--- src/rtl/lfm_pkg.sv ---
package lfm_pkg;
  parameter int unsigned FRAME_BITS = 9408;
  parameter int unsigned SYNC_BITS  = 14;
  parameter int unsigned CRC_BITS   = 6;
  parameter int unsigned OPS_BITS   = 21;
  parameter int unsigned OPS_GAP    = 448;
  parameter int unsigned BUF_DEPTH  = 16;
  parameter int unsigned BUF_LOW    = 4;
  parameter logic [13:0] SYNC_PAT   = 14'b11111100000000;
  parameter logic [5:0]  CRC_GEN    = 6'b000011;

  typedef enum logic [2:0] {
    SL_SYNC, SL_CRC, SL_OPS, SL_PAY, SL_FLAG
  } slot_e;
endpackage

--- src/rtl/lfm_slot_map.sv ---
module lfm_slot_map
  import lfm_pkg::*;
#(
  parameter int unsigned FRAME_LEN  = FRAME_BITS,
  parameter int unsigned SYNC_LEN   = SYNC_BITS,
  parameter int unsigned CRC_LEN    = CRC_BITS,
  parameter int unsigned OPS_LEN    = OPS_BITS,
  parameter int unsigned OPS_STRIDE = OPS_GAP,
  localparam int unsigned POS_W     = $clog2(FRAME_LEN),
  localparam int unsigned IDX_W     = $clog2((SYNC_LEN > OPS_LEN) ? SYNC_LEN : OPS_LEN)
) (
  input  logic [POS_W-1:0] pos_i,
  output slot_e            slot_o,
  output logic [IDX_W-1:0] idx_o
);
  localparam int unsigned OPS_BASE = SYNC_LEN + CRC_LEN;

  always_comb begin
    int unsigned p;
    int unsigned rel;
    p      = 32'(pos_i);
    rel    = (p >= OPS_BASE) ? p - OPS_BASE : 0;
    slot_o = SL_PAY;
    idx_o  = '0;
    if (p < SYNC_LEN) begin
      slot_o = SL_SYNC;
      idx_o  = IDX_W'(p);
    end else if (p < OPS_BASE) begin
      slot_o = SL_CRC;
      idx_o  = IDX_W'(p - SYNC_LEN);
    end else if (p == FRAME_LEN - 1) begin
      slot_o = SL_FLAG;
    end else if ((rel % OPS_STRIDE) == 0 && (rel / OPS_STRIDE) < OPS_LEN) begin
      slot_o = SL_OPS;
      idx_o  = IDX_W'(rel / OPS_STRIDE);
    end
  end
endmodule

--- src/rtl/lfm_fifo.sv ---
module lfm_fifo #(
  parameter int unsigned DEPTH = 16,
  parameter int unsigned LOW   = 4,
  localparam int unsigned PTR_W = $clog2(DEPTH),
  localparam int unsigned CNT_W = $clog2(DEPTH + 1)
) (
  input  logic clk_i,
  input  logic rst_ni,
  input  logic push_i,
  input  logic d_i,
  input  logic pop_i,
  output logic q_o,
  output logic low_o
);
  logic [DEPTH-1:0] mem_q;
  logic [PTR_W-1:0] wr_q, rd_q;
  logic [CNT_W-1:0] cnt_q;
  logic             full, do_push;

  assign full    = (cnt_q == CNT_W'(DEPTH));
  assign do_push = push_i && !full;   // full judged before this cycle's read
  assign low_o   = (cnt_q < CNT_W'(LOW));
  assign q_o     = mem_q[rd_q];

  always_ff @(posedge clk_i) begin
    if (do_push) mem_q[wr_q] <= d_i;
  end

  always_ff @(posedge clk_i or negedge rst_ni) begin
    if (!rst_ni) begin
      wr_q  <= '0;
      rd_q  <= '0;
      cnt_q <= '0;
    end else begin
      if (do_push) wr_q <= (wr_q == PTR_W'(DEPTH - 1)) ? '0 : wr_q + 1'b1;
      if (pop_i)   rd_q <= (rd_q == PTR_W'(DEPTH - 1)) ? '0 : rd_q + 1'b1;
      cnt_q <= cnt_q + CNT_W'(do_push) - CNT_W'(pop_i);
    end
  end

  a_r8_full_drops: assert property (@(posedge clk_i) disable iff (!rst_ni)
    (full && push_i && !pop_i) |=> (cnt_q == CNT_W'(DEPTH)));
  a_r6_read_has_margin: assert property (@(posedge clk_i) disable iff (!rst_ni)
    pop_i |-> (cnt_q >= CNT_W'(LOW)));
  a_r9_empty_after_reset: assert property (@(posedge clk_i)
    $rose(rst_ni) |-> (cnt_q == '0));
endmodule

--- src/rtl/lfm_crc.sv ---
module lfm_crc #(
  parameter int unsigned W    = 6,
  parameter logic [W-1:0] POLY = 6'b000011
) (
  input  logic         clk_i,
  input  logic         rst_ni,
  input  logic         en_i,
  input  logic         bit_i,
  input  logic         clr_i,
  output logic [W-1:0] nxt_o
);
  logic [W-1:0] crc_q;
  logic         fb;

  assign fb    = bit_i ^ crc_q[W-1];
  assign nxt_o = {crc_q[W-2:0], 1'b0} ^ (fb ? POLY : '0);

  always_ff @(posedge clk_i or negedge rst_ni) begin
    if (!rst_ni)   crc_q <= '0;
    else if (en_i) crc_q <= clr_i ? '0 : nxt_o;
  end
endmodule

--- src/rtl/line_frame_mux.sv ---
module line_frame_mux
  import lfm_pkg::*;
#(
  parameter int unsigned FRAME_LEN  = FRAME_BITS,
  parameter int unsigned SYNC_LEN   = SYNC_BITS,
  parameter int unsigned CRC_LEN    = CRC_BITS,
  parameter int unsigned OPS_LEN    = OPS_BITS,
  parameter int unsigned OPS_STRIDE = OPS_GAP,
  parameter int unsigned FIFO_DEPTH = BUF_DEPTH,
  parameter int unsigned LOW_MARK   = BUF_LOW,
  parameter logic [SYNC_LEN-1:0] SYNC_WORD = SYNC_PAT,
  parameter logic [CRC_LEN-1:0]  CRC_POLY  = CRC_GEN
) (
  input  logic               clk_i,
  input  logic               rst_ni,
  input  logic               line_en_i,
  input  logic               pay_bit_i,
  input  logic               pay_vld_i,
  input  logic               ops_wr_i,
  input  logic [OPS_LEN-1:0] ops_data_i,
  output logic               line_bit_o,
  output logic               line_vld_o,
  output logic               sof_o
);
  localparam int unsigned POS_W = $clog2(FRAME_LEN);
  localparam int unsigned IDX_W = $clog2((SYNC_LEN > OPS_LEN) ? SYNC_LEN : OPS_LEN);

  logic [POS_W-1:0]   pos_q;
  slot_e              slot;
  logic [IDX_W-1:0]   idx;
  logic [OPS_LEN-1:0] ops_reg_q, ops_lat_q;
  logic [CRC_LEN-1:0] crc_hold_q, crc_nxt;
  logic               stuff_flag_q;
  logic               fifo_q, fifo_low, pop, stuff, last, tx_bit;
  logic               sync_bit, crc_bit, ops_bit;

  assign last  = (pos_q == POS_W'(FRAME_LEN - 1));
  assign pop   = line_en_i && (slot == SL_PAY) && !fifo_low;
  assign stuff = line_en_i && (slot == SL_PAY) && fifo_low;

  lfm_slot_map #(
    .FRAME_LEN(FRAME_LEN), .SYNC_LEN(SYNC_LEN), .CRC_LEN(CRC_LEN),
    .OPS_LEN(OPS_LEN), .OPS_STRIDE(OPS_STRIDE)
  ) u_map (
    .pos_i(pos_q), .slot_o(slot), .idx_o(idx)
  );

  lfm_fifo #(.DEPTH(FIFO_DEPTH), .LOW(LOW_MARK)) u_fifo (
    .clk_i, .rst_ni,
    .push_i(pay_vld_i), .d_i(pay_bit_i),
    .pop_i(pop), .q_o(fifo_q), .low_o(fifo_low)
  );

  lfm_crc #(.W(CRC_LEN), .POLY(CRC_POLY)) u_crc (
    .clk_i, .rst_ni,
    .en_i(line_en_i && (slot != SL_SYNC)),
    .bit_i(tx_bit), .clr_i(last), .nxt_o(crc_nxt)
  );

  // field bit selects, MSB first for sync and CRC, LSB first for ops
  always_comb begin
    sync_bit = 1'b0;
    crc_bit  = 1'b0;
    ops_bit  = 1'b0;
    for (int k = 0; k < SYNC_LEN; k++)
      if (32'(idx) == k) sync_bit = SYNC_WORD[SYNC_LEN-1-k];
    for (int k = 0; k < CRC_LEN; k++)
      if (32'(idx) == k) crc_bit = crc_hold_q[CRC_LEN-1-k];
    for (int k = 0; k < OPS_LEN; k++)
      if (32'(idx) == k) ops_bit = ops_lat_q[k];
  end

  always_comb begin
    unique case (slot)
      SL_SYNC: tx_bit = sync_bit;
      SL_CRC:  tx_bit = crc_bit;
      SL_OPS:  tx_bit = ops_bit;
      SL_FLAG: tx_bit = stuff_flag_q;
      default: tx_bit = fifo_low ? 1'b0 : fifo_q;
    endcase
  end

  always_ff @(posedge clk_i or negedge rst_ni) begin
    if (!rst_ni) begin
      pos_q        <= '0;
      ops_reg_q    <= '0;
      ops_lat_q    <= '0;
      crc_hold_q   <= '0;
      stuff_flag_q <= 1'b0;
      line_bit_o   <= 1'b0;
      line_vld_o   <= 1'b0;
      sof_o        <= 1'b0;
    end else begin
      if (ops_wr_i) ops_reg_q <= ops_data_i;
      line_vld_o <= line_en_i;
      if (line_en_i) begin
        pos_q      <= last ? '0 : pos_q + 1'b1;
        line_bit_o <= tx_bit;
        sof_o      <= (pos_q == '0);
        if (pos_q == '0) begin
          ops_lat_q    <= ops_reg_q;   // old value wins over same-cycle write
          stuff_flag_q <= 1'b0;
        end else if (stuff) begin
          stuff_flag_q <= 1'b1;
        end
        if (last) crc_hold_q <= crc_nxt;
      end else begin
        sof_o <= 1'b0;
      end
    end
  end

  a_r1_vld_follows_en: assert property (@(posedge clk_i) disable iff (!rst_ni)
    line_en_i |=> line_vld_o);
  a_r10_idle_holds: assert property (@(posedge clk_i) disable iff (!rst_ni)
    !line_en_i |=> (!line_vld_o && $stable(pos_q)));
  a_r2_sof_bit_set: assert property (@(posedge clk_i) disable iff (!rst_ni)
    sof_o |-> (line_vld_o && line_bit_o));
  a_r7_flag_cleared: assert property (@(posedge clk_i) disable iff (!rst_ni)
    (line_en_i && pos_q == '0) |=> !stuff_flag_q);
  a_r6_stuff_sets_flag: assert property (@(posedge clk_i) disable iff (!rst_ni)
    stuff |=> stuff_flag_q);
endmodule

--- config.mk ---
export PLATFORM = sky130hd
export DESIGN_NAME = line_frame_mux
export DESIGN_NICKNAME = d
export VERILOG_FILES = /design/src/rtl/lfm_pkg.sv /design/src/rtl/lfm_slot_map.sv /design/src/rtl/lfm_fifo.sv /design/src/rtl/lfm_crc.sv /design/src/rtl/line_frame_mux.sv
export SDC_FILE = /design/constraint.sdc
export NUM_CORES = 1
export LEC_CHECK = 0
export BUFFER_PORTS_ARGS = -buffer_cell sky130_fd_sc_hd__clkbuf_2
export CAP_MARGIN = 20
export CORE_MARGIN = 2
export CORE_UTILIZATION = 45
export DETAILED_ROUTE_END_ITERATION = 8
export GPL_ROUTABILITY_DRIVEN = 0
export MAX_ROUTING_LAYER = met4
export PLACE_DENSITY = 0.6
export SLEW_MARGIN = 10
export SYNTH_ARGS = -nofsm -noshare
export SYNTH_HDL_FRONTEND = slang
export SYNTH_HIERARCHICAL = 1
export SYNTH_SLANG_ARGS = --single-unit
--- constraint.sdc ---
create_clock -name clk_i -period 6.8 [get_ports clk_i]
set_input_delay 1.36 -clock clk_i [delete_from_list [all_inputs] [get_ports clk_i]]
set_output_delay 1.36 -clock clk_i [all_outputs]
set_load 0.05 [all_outputs]
# --- Word-level counts from Yosys, hierarchy flattened ---
# Cells that the tools add are included.
totals:
  output_inout_bits: 3
  wordCells: 143
  input_bits: 27
  regBits: 101
classes:
  magnitude_cmp: 8
  bitwise: 2
  n_mux: 65
  n_addsub: 7
  reduce_logical: 18
  n_eq_ne: 28
  div: 2
op_table:
  columns: ["op", "n"]
  rows:
  - ["$mux W1", 48]
  - ["$eq A5 B4 Y1 const B", 8]
  - ["$div A32 B9 Y32 const B", 1]
  - ["$logic_not A32 Y1", 1]
  - ["$lt A32 B5 Y1 const B", 1]
  - ["$mod A32 B9 Y32 const B", 1]
  - ["$mux W32", 1]
  - ["$eq A5 B5 Y1 const B", 6]
  - ["$eq A5 B3 Y1 const B", 4]
  - ["$mux W5", 4]
  - ["$bwmux W16", 1]
  - ["$sub A14 B5 Y15 const B", 1]
  - ["$add A14 B1 Y14 const B", 1]
  - ["$eq A14 B14 Y1 const B", 1]
  - ["$ge A14 B5 Y1 const B", 1]
  - ["$logic_not A14 Y1", 1]
  - ["$lt A14 B4 Y1 const B", 1]
  - ["$lt A14 B5 Y1 const B", 1]
  - ["$mux W14", 1]
  - ["$eq A5 B2 Y1 const B", 2]
  - ["$lt A4 B5 Y1 const B", 2]
  - ["$mux W3", 3]
  - ["$add A4 B1 Y4 const B", 2]
  - ["$eq A4 B4 Y1 const B", 2]
  - ["24 further kinds", 35]

# --- Logic depth before layout (Yosys ltp) ---
depth:
  depth_word: 36
  depth_mapped: 27
  ltp_nobuf: 25

# --- By module ---
# Netlist, hierarchy kept.
by_module_without_submodules:
  columns: ["module", "seq_area_each_um2", "cells_each", "area_per_inst_um2", "n_inst"]
  rows:
  - ["line_frame_mux", 1651.6, 241, 3101.7, 1]
  - ["lfm_fifo", 805.8, 121, 1508.9, 1]
  - ["lfm_slot_map", 0.0, 186, 1280.0, 1]
  - ["lfm_crc", 150.1, 32, 322.8, 1]

# --- Worst setup path after synthesis ---
# No wires, ideal clock.
synth_timing:
  path_type: "reg2reg"
  startpoint: "register pos_q[8]"
  endpoint: "register crc_hold_q[1]"
  synth_period_minus_slack_ps: 5667
  t_arrival_ps: 5542
  path_stages_with_launch: 23
  required_ps: 6675
  setup_time_ps: 125
  n_path_buf: 3
  slack_ps: 1133
  cell_sequence: "dfrtp_1 buf_2 or4_4 or4_4 and2_4 buf_6 a31o_1 and3_4 or2_1 buf_6 o311ai_2 o22ai_1 o22ai_2 nand2_2 o32ai_1 and4b_1 o21ai_0 a21oi_1 o41ai_1 nand2_1 xnor3_1 inv_1 mux2_2"
synth_between:
  elab_chain_cells: 35
  word_cells_on_any_way: 90
  cone_classes: "add/sub (1); div (2); order compare (4); eq/ne (24); mux (52); bitwise (2); reduce/logical (5)"
synth_rtl:
  columns: ["item", "line", "text"]
  rows:
  - ["start: declaration", "line_frame_mux.sv:28", "logic [POS_W-1:0] pos_q;"]
  - ["start signal: assignment", "line_frame_mux.sv:97", "pos_q <= last ? '0 : pos_q + 1'b1;"]
  - ["$sub A14 B5 Y15 / $ge A14 B5 Y1 (equally long branches)", "lfm_slot_map.sv:22", "rel = (p >= OPS_BASE) ? p - OPS_BASE : 0;"]
  - ["$mux W32", "lfm_slot_map.sv:22", null]
  - ["$div A32 B9 Y32 / $mod A32 B9 Y32 (equally long branches)", "lfm_slot_map.sv:33, lfm_slot_map.sv:35", null]
  - ["$lt A32 B5 Y1 / $logic_not A32 Y1 (equally long branches)", "lfm_slot_map.sv:33", "end else if ((rel % OPS_STRIDE) == 0 && (rel / OPS_STRIDE) < OPS_LEN) begin"]
  - ["$logic_and A1 B1 Y1", "lfm_slot_map.sv:33", null]
  - ["$mux W5", "lfm_slot_map.sv:33", null]
  - ["$mux W5", "lfm_slot_map.sv:31", "end else if (p == FRAME_LEN - 1) begin"]
  - ["$mux W5", "lfm_slot_map.sv:28", "end else if (p < OPS_BASE) begin"]
  - ["[1 not listed]", null, null]
  - ["via idx[3]", "line_frame_mux.sv:30", "logic [IDX_W-1:0] idx;"]
  - ["$logic_not A5 Y1", "line_frame_mux.sv:66, line_frame_mux.sv:68, line_frame_mux.sv:70", null]
  - ["$mux W1 (21 in series)", "line_frame_mux.sv:70", "if (32'(idx) == k) ops_bit = ops_lat_q[k];"]
  - ["$pmux W1 S4 (*)", "line_frame_mux.sv:74", "unique case (slot)"]
  - ["via tx_bit", "line_frame_mux.sv:34", "logic fifo_q, fifo_low, pop, stuff, last, tx_bit;"]
  - ["$xor A1 B1 Y1 (*)", "lfm_crc.sv:15", "assign fb = bit_i ^ crc_q[W-1];"]
  - ["$mux W2 (*)", "lfm_crc.sv:16", "assign nxt_o = {crc_q[W-2:0], 1'b0} ^ (fb ? POLY : '0);"]
  - ["$xor A6 B6 Y6 (*)", "lfm_crc.sv:16", null]
  - ["via crc_nxt[1]", "line_frame_mux.sv:32", "logic [CRC_LEN-1:0] crc_hold_q, crc_nxt;"]
  - ["end signal: assignment", "line_frame_mux.sv:106", "if (last) crc_hold_q <= crc_nxt;"]
  - ["end: declaration", "line_frame_mux.sv:32", null]
# Mark *: on every way through the listed nets, which the timed path passes. The rest lies on a longest branch.
# A chain may end at the register's enable or synchronous reset.

# --- Worst setup path in the final report ---
layout_timing:
  startpoint: "register pos_q[7]"
  endpoint: "register crc_hold_q[1]"
# Same word-level chain as after synthesis.

==> metrics.cfg <==
[yosys]
synth_nets=627
synth_top_cells_by_count=dfrtp_1, mux2_2, inv_1, nor2_1, nand2_1
ys_ff_latch=101
synth.distinct_cells=95
synthCells=580
synth-edff-count=16
async_flop_share_pct=84.16
synthFlopType=dfrtp_1
ys_warn_count=6
yosysMostFrequentCell=dfrtp_1
yosys.area.top_type=dfrtp_1
synth_area_mm2=0.006213
yosysSeqAreaShare_pct=41.97
yosysTopAreaCellShare_pct=34.23
avgSynthCellArea_um2=10.71
synthTopCellsByArea=dfrtp_1, mux2_2, edfxtp_1

[power]
intPower_uw=1389
switching_share_pct=40.34
p_sw_uw=939.1
p_comb_share_pct=41.9
p_leak_uw=0.002819
seq_power_share_pct=36.2
vdd_ir_drop_max_mv=0.1587
report.power.total_uw=2328
power_frac_clock_pct=21.9
pwr_density_cell_mw_per_mm2=342.7

[global_route]
grt_pass1_wl_um=22060
grt_start_max_net_pins=81
antenna_found_initial=0
overflow=0
grt_use_total_pct=19.10
grt_pass1_vias=4534

[route]
drc=0
drtIter0Drc=344
via_per_inst=5.770
totalWireLength_um=12680
ant_nets=0
routedWlPerCell_um=16.23
firstDrtPassIters=5
vias=4506

[sta]
worst_pin_slew_ns=0.9381
finalCritPeriodShare_pct=91.74
rsz0062_at_grt=false
setup_violations=0
hold_violations=0
relSlewSlack_pct=36.88
skew_ns=0.009953
setup_tns_ns=0
min_period_ns=6.238
max_clock_freq_mhz=160.3
finalMaxSlewViolations=0
holdWs_ns=0.5059

[clock_network]
clock_path_buffers=2
cts_sinks=101
clk_latency_ns=0.35
root_buffer=clkbuf_16
htree_levels=3
clkTransAtPathRegs_ns=0.08
cts_tree=done
numCtsBuffers=9

[critical_path]
cp_cell_sequence=or4_1, o31ai_2, nand4_1, a221oi_1, a21oi_4, nand4bb_1, xnor2_1, o211a_1, o31ai_2, a32oi_1, a21oi_1, buf_4, mux2i_1, a21o_1, a21oi_1, o41ai_1, nand2_1, xnor3_1, inv_1, mux2_2
path_delay_family=compound AO/OA/AOI/OAI gates
cp.arrival_ns=6.47
crit_path_start_kind=flop
r2r_cells=20
regToRegSetupSlack_ns=0.56
cp.buffers_inverters=2
cp-end-kind=flop
slowest_stage=or4_1
cp_slowest_stage_delay_ns=0.73
critPathKind=reg2reg
required_ns=7.03
reg2reg_to=crc_hold_q[1]$_DFFE_PN0P_
path_max_fanout=19
r2r-start=pos_q[7]$_DFFE_PN0P_

[place]
post-dp-hpwl_um=9190
port_buffers=29

[hold_path]
min_path_cells=1
worstHoldEndpoint=ops_reg_q[5]$_DFFE_PN0P_
min_path_type=reg2reg
worstHoldStart=ops_reg_q[5]$_DFFE_PN0P_

[outcome]
status=completed

[floorplan]
die_w_um=121.5
fp.coreArea_mm2=0.01335
rows=42
initial_core_util_pct=46.55
die_h_um=121.5
ios=30
die_area_mm2=0.01476

[run]
drv_cap=0

[cells_and_area]
drive_gt1_share_pct=23.47
finish.utilization_pct=50.90
finalNetCount=647
area_growth_pct=9.344
diodes=0

==> state kept, by name, indices dropped and copies added, names as in the netlist <==
register and flops:
crc_hold_q 6, stuff_flag_q 1, u_fifo/wr_q 4, u_fifo/mem_q 16, u_fifo/rd_q 4, pos_q 14, line_bit_o 1, line_vld_o 1
ops_reg_q 21, u_crc/crc_q 6, u_fifo/cnt_q 5, ops_lat_q 21, sof_o 1
==> cell families after synthesis <==
kind of cell | Yosys count | synth area share [%]
flops | 101 | 41.97
simple gates | 185 | 17.36
xor+xnor | 23 | 3.463
buf+inv | 65 | 5.336
compound gates | 119 | 14.70
mux | 66 | 12.87
fa+ha+maj | 21 | 4.309
==> metal layers <==
layer	GRT usage, %	vias up	wire (um)
li1	-	2188	-
met5	-	-	0
met4	4.885	0	108
met1	25.57	2213	5987
met3	3.712	10	515
met2	30.06	95	6065
==> cell usage in the layout, fill, tap and decap left out, drive strengths merged, types with 4 or more instances in the layout <==
cell / count
clkbuf: 37
nand2b: 10
inv: 39
nand3: 14
mux2: 51
nand4: 13
xnor2: 17
o31a: 5
nand3b: 7
o21a: 5
o22ai: 7
buf: 10
or4: 6
edfxtp: 16
ha: 19
mux4: 6
o31ai: 9
nor2: 32
a31oi: 5
a21oi: 17
dfrtp: 85
clkinv: 4
mux2i: 9
o211ai: 7
or3: 5
and2: 14
a21o: 6
nor4: 14
xor2: 5
o21ai: 25
nor3: 14
nand2: 33
==> power groups by stage <==
stage,Clock (uW),Combinational (uW),Sequential [uW]
6_report,509,976,843
5_1_grt,554,1090,866
4_1_cts,525,965,843
3_5_place_dp,0,960,855
2_1_floorplan,0,830,808
3_3_place_gp,0,935,850
==> stage by stage <==
step	cells	worst slack (ns)	cell area [um^2]
final	781	0.5615	6794
after detailed placement	763	0.5756	6442
after floorplan	580	1.133	6213
after global placement	763	0.8185	6442
after CTS	779	0.5387	6741
after global routing	781	0.02238	6794
==> cell type report <==
| class | count | area (um^2) |
|---|---|---|
| clock buffer | 9 | 225.2 |
| clock inverter | 7 | 73.82 |
| fill | 1256 | 6554 |
| inverter | 36 | 135.1 |
| multi-input combinational | 414 | 3289 |
| sequential | 101 | 2608 |
| tap | 176 | 220.2 |
| timing repair buffer | 38 | 242.7 |
==> repair_timing <==
| item | in CTS | in global routing |
|---|---|---|
| setup buffers | 0 | 0 |
| endpoints found under the setup margin | 0 | 1 |
| gates resized for setup | 0 | 2 |
| hold buffers | 0 | 0 |
==> how the worst max path moves through the flow <==
stage | startpoint | end | slack (ns) | cells past startpoint
detailed placement | pos_q[6]$_DFFE_PN0P_ | crc_hold_q[1]$_DFFE_PN0P_ | 0.58 | 20
finish | pos_q[7]$_DFFE_PN0P_ | crc_hold_q[1]$_DFFE_PN0P_ | 0.56 | 20
global placement | pos_q[6]$_DFFE_PN0P_ | crc_hold_q[1]$_DFFE_PN0P_ | 0.82 | 20
CTS | pos_q[6]$_DFFE_PN0P_ | crc_hold_q[1]$_DFFE_PN0P_ | 0.54 | 20
floorplan | pos_q[8]$_DFFE_PN0P_ | crc_hold_q[1]$_DFFE_PN0P_ | 1.13 | 22
global route | pos_q[6]$_DFFE_PN0P_ | crc_hold_q[1]$_DFFE_PN0P_ | 0.02 | 20
Power figures use the tool's default switching activity.
